[src/rtl/frame_addr_pkg.sv]
package frame_addr_pkg;
  typedef enum logic [1:0] {
    SUB_BY1 = 2'd0,
    SUB_BY2 = 2'd1,
    SUB_BY4 = 2'd2,
    SUB_BY8 = 2'd3
  } sub_code_e;

  typedef enum logic {
    SEQ_IDLE = 1'b0,
    SEQ_SCAN = 1'b1
  } seq_state_e;
endpackage

[src/rtl/axis_clamp.sv]
// Pulls one axis' window start/size inside [0, EXT-1] and returns its bounds.
module axis_clamp #(
  parameter int EXT = 1920,
  parameter int W   = $clog2(EXT + 1)
) (
  input  logic [W-1:0] start_i,
  input  logic [W-1:0] size_i,
  output logic [W-1:0] lo_o,
  output logic [W-1:0] hi_o
);
  localparam logic [W:0] EXT_X = EXT[W:0];
  localparam logic [W:0] ONE   = 1;

  logic [W:0] st, sz, room, top;

  always_comb begin
    st = {1'b0, start_i};
    if (st >= EXT_X) st = EXT_X - ONE;
    sz = {1'b0, size_i};
    if (sz == '0) sz = ONE;
    room = EXT_X - st;
    if (sz > room) sz = room;
    top  = st + sz - ONE;
    lo_o = st[W-1:0];
    hi_o = top[W-1:0];
  end
endmodule

[src/rtl/axis_walk.sv]
// One axis position register that captures its own bounds at load time.
module axis_walk #(
  parameter int W = 11
) (
  input  logic         clk,
  input  logic         rst_n,
  input  logic         load_i,
  input  logic         rewind_i,
  input  logic         step_i,
  input  logic         down_i,
  input  logic [1:0]   shift_i,
  input  logic [W-1:0] lo_i,
  input  logic [W-1:0] hi_i,
  output logic [W-1:0] pos_o,
  output logic         first_o,
  output logic         last_o
);
  localparam logic [W:0] ONE = 1;

  logic [W-1:0] lo_q, lo_d, hi_q, hi_d, pos_q, pos_d;
  logic [1:0]   shift_q, shift_d;
  logic         down_q, down_d, first_q, first_d, armed_q, armed_d;
  logic [W:0]   stride, up_sum, dn_gap;

  assign stride = ONE << shift_q;
  assign up_sum = {1'b0, pos_q} + stride;
  assign dn_gap = {1'b0, pos_q} - {1'b0, lo_q};
  assign last_o = down_q ? (dn_gap < stride) : (up_sum > {1'b0, hi_q});
  assign pos_o  = pos_q;
  assign first_o = first_q;

  always_comb begin
    lo_d    = lo_q;
    hi_d    = hi_q;
    down_d  = down_q;
    shift_d = shift_q;
    pos_d   = pos_q;
    first_d = first_q;
    armed_d = armed_q;
    if (load_i) begin
      lo_d    = lo_i;
      hi_d    = hi_i;
      down_d  = down_i;
      shift_d = shift_i;
      pos_d   = down_i ? hi_i : lo_i;
      first_d = 1'b1;
      armed_d = 1'b1;
    end else if (rewind_i) begin
      pos_d   = down_q ? hi_q : lo_q;
      first_d = 1'b1;
    end else if (step_i) begin
      pos_d   = down_q ? (pos_q - stride[W-1:0]) : up_sum[W-1:0];
      first_d = 1'b0;
    end
  end

  always_ff @(posedge clk or negedge rst_n) begin
    if (!rst_n) begin
      lo_q    <= '0;
      hi_q    <= '0;
      down_q  <= 1'b0;
      shift_q <= 2'd0;
      pos_q   <= '0;
      first_q <= 1'b0;
      armed_q <= 1'b0;
    end else begin
      lo_q    <= lo_d;
      hi_q    <= hi_d;
      down_q  <= down_d;
      shift_q <= shift_d;
      pos_q   <= pos_d;
      first_q <= first_d;
      armed_q <= armed_d;
    end
  end

  // once loaded, the position never leaves the captured window
  a_r4_in_window: assert property (@(posedge clk) disable iff (!rst_n)
    armed_q |-> (pos_q >= lo_q) && (pos_q <= hi_q));

  // a plain step moves strictly in the captured direction
  a_r5_direction: assert property (@(posedge clk) disable iff (!rst_n)
    (armed_q && step_i && !load_i && !rewind_i && !last_o) |=>
      (down_q ? (pos_q < $past(pos_q)) : (pos_q > $past(pos_q))));
endmodule

[src/rtl/frame_addr_seq.sv]
module frame_addr_seq
  import frame_addr_pkg::*;
#(
  parameter int COLS = 1920,
  parameter int ROWS = 1080,
  parameter int CW   = $clog2(COLS + 1),
  parameter int RW   = $clog2(ROWS + 1)
) (
  input  logic          clk,
  input  logic          rst_n,
  input  logic          sof_i,
  input  logic          adv_i,
  input  logic          cfg_flip_i,
  input  logic [1:0]    cfg_sub_i,
  input  logic [CW-1:0] cfg_col_start_i,
  input  logic [CW-1:0] cfg_col_size_i,
  input  logic [RW-1:0] cfg_row_start_i,
  input  logic [RW-1:0] cfg_row_size_i,
  output logic          addr_valid_o,
  output logic [RW-1:0] row_addr_o,
  output logic [CW-1:0] col_addr_o,
  output logic          line_first_o,
  output logic          line_last_o,
  output logic          frame_first_o,
  output logic          frame_last_o,
  output logic          frame_done_o
);
  // reset: asserted asynchronously, released on a clock edge
  logic [1:0] rst_sync_q;
  logic       rst_s;
  always_ff @(posedge clk or negedge rst_n) begin
    if (!rst_n) rst_sync_q <= 2'b00;
    else        rst_sync_q <= {rst_sync_q[0], 1'b1};
  end
  assign rst_s = rst_sync_q[1];

  logic [CW-1:0] col_lo, col_hi, col_pos;
  logic [RW-1:0] row_lo, row_hi, row_pos;
  logic          col_first, col_last, row_first, row_last;
  logic          load, col_rewind, col_step, row_step;
  seq_state_e    state_q, state_d;
  logic          done_q, done_d;

  axis_clamp #(.EXT(COLS), .W(CW)) u_col_clamp (
    .start_i(cfg_col_start_i), .size_i(cfg_col_size_i),
    .lo_o(col_lo), .hi_o(col_hi));

  axis_clamp #(.EXT(ROWS), .W(RW)) u_row_clamp (
    .start_i(cfg_row_start_i), .size_i(cfg_row_size_i),
    .lo_o(row_lo), .hi_o(row_hi));

  axis_walk #(.W(CW)) u_col_walk (
    .clk(clk), .rst_n(rst_s), .load_i(load), .rewind_i(col_rewind),
    .step_i(col_step), .down_i(1'b0), .shift_i(cfg_sub_i),
    .lo_i(col_lo), .hi_i(col_hi), .pos_o(col_pos),
    .first_o(col_first), .last_o(col_last));

  axis_walk #(.W(RW)) u_row_walk (
    .clk(clk), .rst_n(rst_s), .load_i(load), .rewind_i(1'b0),
    .step_i(row_step), .down_i(cfg_flip_i), .shift_i(cfg_sub_i),
    .lo_i(row_lo), .hi_i(row_hi), .pos_o(row_pos),
    .first_o(row_first), .last_o(row_last));

  always_comb begin
    state_d    = state_q;
    done_d     = 1'b0;
    load       = 1'b0;
    col_rewind = 1'b0;
    col_step   = 1'b0;
    row_step   = 1'b0;
    case (state_q)
      SEQ_IDLE: begin
        if (sof_i) begin
          load    = 1'b1;
          state_d = SEQ_SCAN;
        end
      end
      SEQ_SCAN: begin
        if (adv_i) begin
          if (!col_last) begin
            col_step = 1'b1;
          end else if (!row_last) begin
            col_rewind = 1'b1;
            row_step   = 1'b1;
          end else begin
            done_d  = 1'b1;
            state_d = SEQ_IDLE;
          end
        end
      end
      default: state_d = SEQ_IDLE;
    endcase
  end

  always_ff @(posedge clk or negedge rst_s) begin
    if (!rst_s) begin
      state_q <= SEQ_IDLE;
      done_q  <= 1'b0;
    end else begin
      state_q <= state_d;
      done_q  <= done_d;
    end
  end

  assign addr_valid_o  = (state_q == SEQ_SCAN);
  assign row_addr_o    = row_pos;
  assign col_addr_o    = col_pos;
  assign line_first_o  = addr_valid_o & col_first;
  assign line_last_o   = addr_valid_o & col_last;
  assign frame_first_o = addr_valid_o & col_first & row_first;
  assign frame_last_o  = addr_valid_o & col_last & row_last;
  assign frame_done_o  = done_q;

  // a stalled consumer sees a frozen address
  a_r3_hold: assert property (@(posedge clk) disable iff (!rst_s)
    (addr_valid_o && !adv_i) |=>
      addr_valid_o && $stable(row_addr_o) && $stable(col_addr_o));

  // inside a line only the column moves
  a_r3_same_row: assert property (@(posedge clk) disable iff (!rst_s)
    (addr_valid_o && adv_i && !line_last_o) |=>
      addr_valid_o && $stable(row_addr_o));

  // a start pulse during a frame does not disturb it
  a_r7_sof_busy: assert property (@(posedge clk) disable iff (!rst_s)
    (addr_valid_o && sof_i && !(adv_i && frame_last_o)) |=> addr_valid_o);

  // completion pulse coincides with the end of addresses and lasts one cycle
  a_r8_done_idle: assert property (@(posedge clk) disable iff (!rst_s)
    frame_done_o |-> !addr_valid_o);

  a_r8_done_pulse: assert property (@(posedge clk) disable iff (!rst_s)
    frame_done_o |=> !frame_done_o);

  a_r8_last_to_done: assert property (@(posedge clk) disable iff (!rst_s)
    (addr_valid_o && adv_i && frame_last_o) |=> frame_done_o);
endmodule

[config.mk]
export PLATFORM = sky130hd
export DESIGN_NAME = frame_addr_seq
export DESIGN_NICKNAME = d
export VERILOG_FILES = /design/src/rtl/frame_addr_pkg.sv /design/src/rtl/axis_clamp.sv /design/src/rtl/axis_walk.sv /design/src/rtl/frame_addr_seq.sv
export SDC_FILE = /design/constraint.sdc
export NUM_CORES = 1
export LEC_CHECK = 0
export ABC_AREA = 1
export BUFFER_PORTS_ARGS = -buffer_cell sky130_fd_sc_hd__clkbuf_2
export CAP_MARGIN = 20
export CORE_MARGIN = 4
export CORE_UTILIZATION = 25
export CTS_CLUSTER_SIZE = 24
export DETAILED_ROUTE_END_ITERATION = 12
export PLACE_DENSITY_LB_ADDON = 0.12
export SETUP_SLACK_MARGIN = 0.15
export SYNTH_ARGS = -nofsm -noshare
export SYNTH_HDL_FRONTEND = slang
export SYNTH_SLANG_ARGS = --single-unit
[constraint.sdc]
create_clock -name clk -period 3.5 [get_ports clk]
set_input_delay 0.35 -clock clk [delete_from_list [all_inputs] [get_ports clk]]
set_output_delay 0.35 -clock clk [all_outputs]
set_load 0.02 [all_outputs]
Word level (Yosys, flattened, before mapping)
Index checks and enable logic that the tools add are counted.

storage, ports and cells
  register bits = 75
  latch bits = 0
  RAM bits = 0
  bits in read-only memories = 0
  input port bits = 51
  output and inout bits = 28
  word-level logic and storage cells = 75
  memories = 0

cells by class
  add/sub/neg operators = 10
  $mul = 0
  divide/modulo/power cells = 0
  magnitude comparators = 7
  equality and inequality tests = 0
  shifts and indexed selects = 1
  mux-type cells = 35
  bitwise gates (word level) = 5
  reductions and logical operators = 4

operators by type and width
  operator                  number
  $mux W11                  13
  $add A11 B12 Y12          2
  $gt A11 B12 Y1            2
  $gt A12 B11 Y1            2
  $sub A11 B11 Y12 const A  2
  $add A11 B11 Y11          2
  $ge A11 B11 Y1 const B    2
  $logic_not A11 Y1         2
  $sub A11 B1 Y11 const B   2
  $mux W1                   21
  $lt A12 B12 Y1            1
  $shl A1 B2 Y12 const A    1
  $sub A11 B11 Y12          1
  $sub A11 B11 Y11          1
  $and A1 B1 Y1             4
  $reduce_bool A3 Y1        1
  $pmux W1 S2               1
  $reduce_bool A2 Y1        1
  $not A1 Y1                1

Depth between registers and ports, before layout
  word-level depth = 10
  mapped depth = 36
  gate-level depth less buffers = 36

Modules after synthesis
From an unflattened synthesis, not the netlist that was laid out.

second synthesis, totals
  cell total of the unflattened synthesis = 1577
  area, all modules = 10087.2 um^2

by module, submodules not included
  module                    times used  cells an instance  area each (um^2)  seq. area each (um^2)
  axis_walk (u_col_walk)    1           544                3560.9            925.9
  axis_walk (u_row_walk)    1           537                3522.1            925.9
  axis_clamp (u_row_clamp)  1           235                1435.1            0.0
  axis_clamp (u_col_clamp)  1           236                1387.6            0.0
  frame_addr_seq            1           25                 181.4             100.1

Least setup slack after synthesis
Ideal clock, no wire load.

  path type = input -> register
  start = input port cfg_row_start_i[6]
  end = register u_row_walk.pos_q[7], in the netlist u_row_walk.pos_o[7]
  setup time = 0.116 ns
  data arrival time = 4.768 ns
  required time = 3.384 ns
  slack = -1.385 ns
  cell stages on the path = 32
  path buffers = 1
  cells stage by stage = nor2_1 nand3_1 nand2_2 nand2_1 nor3_1 nor3_2 a21oi_2 nand3_1 xor2_1 ha_1 nand3_1 inv_1 nand3_1 nand3_1 nand2_1 inv_1 clkbuf_1 o21ai_0 ha_1 inv_1 ha_1 inv_1 fa_1 nand3b_1 nand2_1 a21oi_1 o21ai_0 xor2_1 a22o_1 o221ai_1 nand2_1 nand2_1

on the way
  longest elaborated chain between the ends = 9

ends and longest elaborated chain
  element               RTL line              text
  start, declared       frame_addr_seq.sv:17  input logic [RW-1:0] cfg_row_start_i,
  $ge A11 B11 Y1        axis_clamp.sv:18      if (st >= EXT_X) st = EXT_X - ONE;
  $mux W11 *            axis_clamp.sv:18
  $sub A11 B11 Y12      axis_clamp.sv:21      room = EXT_X - st;
  $gt A11 B12 Y1        axis_clamp.sv:22      if (sz > room) sz = room;
  $mux W11              axis_clamp.sv:22
  $add A11 B11 Y11      axis_clamp.sv:23      top = st + sz - ONE;
  $sub A11 B1 Y11       axis_clamp.sv:23
  $mux W11 *            axis_walk.sv:45       pos_d = down_i ? hi_i : lo_i;
  $mux W11 *            axis_walk.sv:40       if (load_i) begin
  end signal, assigned  axis_walk.sv:71       pos_q <= pos_d;
  end, declared         axis_walk.sv:20       logic [W-1:0] lo_q, lo_d, hi_q, hi_d, pos_q, pos_d;

Every way passes the cells marked *; elsewhere a longest branch is shown, timed or not.
A chain may end at the register's enable or synchronous reset.

Worst setup path in the final report
  start = input port cfg_col_start_i[8]
  end = register u_col_walk.hi_q[9]

on the way
  longest elaborated chain between the ends = 7

ends and longest elaborated chain
  element               RTL line              text
  start, declared       frame_addr_seq.sv:15  input logic [CW-1:0] cfg_col_start_i,
  $ge A11 B11 Y1        axis_clamp.sv:18
  $mux W11 *            axis_clamp.sv:18
  $sub A11 B11 Y12      axis_clamp.sv:21
  $gt A11 B12 Y1        axis_clamp.sv:22
  $mux W11              axis_clamp.sv:22
  $add A11 B11 Y11 *    axis_clamp.sv:23
  $sub A11 B1 Y11 *     axis_clamp.sv:23
  end signal, assigned  axis_walk.sv:68       hi_q <= hi_d;
  end, declared         axis_walk.sv:20

Marks and branches as above.

==> impl_metrics.json <==
{
  "status": "finished with violations",
  "violations": "setup timing",
  "async_flop_share_pct": 100,
  "clkTransAtPathRegs_ns": 0.07,
  "relSlewSlack_pct": 64.5,
  "cts_sinks": 75,
  "cts-root-buf": "clkbuf_16",
  "max_slew.worst_pin.slew_ns": 0.527,
  "drt_iter0_drc": 248,
  "critPathMaxFanout": 7,
  "grt_max_degree": 74,
  "wl_um": 26400,
  "cts_tree": "done",
  "ir_drop_uv": 437,
  "reg2reg_from": "u_row_walk.shift_q[1]",
  "grt_pass1_wl_um": 42600,
  "syn_area_per_cell_um2": 6.92,
  "avgViaCountPerCell": 4.34,
  "ys_types": 53,
  "skew_ns": 0.00902,
  "end_kind": "register",
  "synthCells": 1144,
  "synth_seq_area_share_pct": 23.7,
  "period_minus_slack_ns": 4.36,
  "hpwl_um": 20500,
  "coreArea_um2": 30900,
  "htreeDepth": 3,
  "antenna_found_initial": 0,
  "initial_utilization_pct": 25.6,
  "fin_ws_ns": -0.864,
  "synth_edf_count": 0,
  "critical_path_class": "in2reg",
  "num_antenna_cells": 0,
  "clk_latency_ns": 0.35,
  "fillers": 3271,
  "cp_top_family": "simple AND/OR/NAND/NOR gates",
  "first_pass_iters": 5,
  "route.detailed.drc": 0,
  "ys_seq_elements": 75,
  "grt_use_total_pct": 15.5,
  "crit_top_cell": "nand2_2",
  "drv_cap": 0,
  "cp-start-kind": "input port",
  "endpoint": "u_col_walk.hi_q[9]",
  "final_layout_size_suffix_gt1_share_pct": 44.7,
  "crit_path_start": "cfg_col_start_i[8]",
  "grt_pass1_vias": 8272,
  "rows": 64,
  "wl_per_cell_um": 14.1,
  "hold_class": "in2reg",
  "reg2reg_depth": 29,
  "clockBufferDepth": 2,
  "area_growth_pct": 58.9,
  "synth_warnings": 0,
  "dr_total_vias": 8103,
  "p_per_area_nw_per_um2": 921,
  "gp_congestion": 0.778,
  "worstPathArrival_ns": 4.59,
  "slowest_delay_ns": 0.38,
  "die_w_um": 186,
  "hold_viol": 0,
  "finalPower_mw": 11.6,
  "crit_buf_inv": 6,
  "slowest_stage": "fa_2",
  "io-pin-count": 79,
  "dp.cells": 1780,
  "final_cells": 1869,
  "rsz0062_at_grt": "yes",
  "ant_nets": 0,
  "reg2reg_setup_slack_ns": -0.38,
  "final_max_slew_viol_count": 0,
  "p_leak_nw": 6.40,
  "final_nets": 1634,
  "die_y_um": 186,
  "r2r_end": "u_col_walk.pos_o[7]",
  "numCtsBuffers": 9,
  "die_area_um2": 34600,
  "ys.flop_type": "dfrtp_1",
  "max_freq_mhz": 229,
  "setup_violations": 45,
  "cp_num_cells": 35,
  "cp_data_required_time_ns": 3.73,
  "synth_nets": 1310,
  "syn-cell-area_um2": 7910,
  "period_share_pct": 125,
  "grt_overflow": 0,
  "port_buffers": 78
}
-- metrics by stage --
stage	util (%)	setup WS, ns	cell area, um2	hold slack, ns	setup TNS [ns]
after CTS	39.1	-0.780	12100	0.192	-19.39
after detailed placement	33.9	-1.37	10500	0.146	-31.73
after global placement	33.9	-1.31	10500	0.140	-29.91
final	40.7	-0.864	12600	0.208	-20.05
after global routing	40.7	-1.09	12600	0.220	-32.33
after floorplan	-	-0.961	8240	0.0544	-13.67
-- worst register-to-register path: cells and delay by family, from the launching register on --
kind                     cells  cell delay [ns]
AND/OR/NAND/NOR             16             1.39
buffers and inverters        7             0.81
adder cells (fa/ha/maj)      2             0.51
flip-flops                   1             0.45
AO/OA/AOI/OAI                3             0.38
XOR/XNOR                     1             0.22
-- power breakdown --
group | switching [mW] | internal (mW) | leakage, nW
logic | 4.71 | 4.19 | 5.35
registers | 0.347 | 1.29 | 0.899
clock network | 0.410 | 0.644 | 0.155
-- kinds of logic (layout without fill, tap and decap cells) --
group / count (synthesis) / in the layout / synth area share [%]
buffers and inverters: 251 / 580 / 12.3
other: 1 / 1 / 0.0474
DFF: 75 / 75 / 23.7
adders and majority gates: 115 / 115 / 18.8
AOI/OAI and AO/OA: 191 / 191 / 13.6
xor gates and xnor gates: 47 / 47 / 5.20
and+or+nand+nor: 464 / 464 / 26.3
-- synth_stat cells (8+ instances only) --
cell type / count / area (um2)
nand2_2: 14 / 87.6
nor3_1: 9 / 45.0
o21ai_0: 82 / 410
nand3_1: 49 / 245
xor2_1: 37 / 324
xnor2_1: 10 / 87.6
o21ai_1: 11 / 55.1
a21oi_2: 10 / 87.6
a31oi_1: 8 / 50.1
clkbuf_1: 29 / 109
ha_1: 109 / 1360
a21oi_1: 54 / 270
nand4_1: 15 / 93.8
dfrtp_1: 75 / 1880
inv_1: 191 / 717
nor2_1: 81 / 304
inv_2: 16 / 60.1
nand2_1: 261 / 980
-- registers in the layout, summed over array words and instances, names as in the netlist, 2 cells and up --
name	flops
u_row_walk.pos_o	11
u_row_walk.shift_q	2
rst_sync_q	2
u_row_walk.hi_q	11
u_col_walk.lo_q	11
u_col_walk.hi_q	11
u_col_walk.pos_o	11
u_row_walk.lo_q	11
-- routing by layer --
metal	up-vias	GRT usage [%]	part of all wire [%]
met3	9	1.50	2.1
met4	0	3.15	0.46
met2	76	24.9	45
li1	4308	-	-
met5	-	0	0
met1	3710	22.6	52
-- how the worst min path moves through the flow --
stage / to / slack, ns / cells after the start / start
2_1_floorplan: rst_sync_q[0] / 0.05 / 0 / rst_n
3_3_place_gp: rst_sync_q[0] / 0.14 / 1 / rst_n
3_5_place_dp: rst_sync_q[0] / 0.15 / 1 / rst_n
4_1_cts: u_row_walk.shift_q[1] / 0.19 / 3 / cfg_sub_i[1]
5_1_grt: u_row_walk.shift_q[1] / 0.22 / 3 / cfg_sub_i[1]
6_report: u_row_walk.shift_q[1] / 0.21 / 3 / cfg_sub_i[1]
-- cell usage in the layout, fill, tap and decap left out, drive strengths merged, types with 5 or more instances in the layout --
cell,count
a31oi,8
inv,207
buf,280
nor2,86
xor2,37
nand2,276
xnor2,10
ha,109
nand4,17
clkbuf,83
a21o,5
fa,6
a21oi,64
o21ai,93
dfrtp,75
clkinv,5
nand3,55
nor3,13
-- what timing repair did --
item,in CTS,in global routing
pin swaps,81,65
hold buffers,1,0
setup buffers,49,19
gates resized for setup,202,79
endpoints found under the hold margin,2,0
endpoints found under the setup margin,46,47
cloned,3,0
-- area by class of cell --
type / count / area (um2) / share of cell area (%)
clock buffer: 10 / 239 / 1.90
clock inverter: 6 / 88.8 / 0.707
inverter: 210 / 806 / 6.41
multi-input combinational: 818 / 6270 / 49.9
sequential: 75 / 1880 / 15.0
tap: 396 / 495 / 3.94
timing repair buffer: 354 / 2780 / 22.1
No activity file was read; power rests on OpenSTA's default activity.
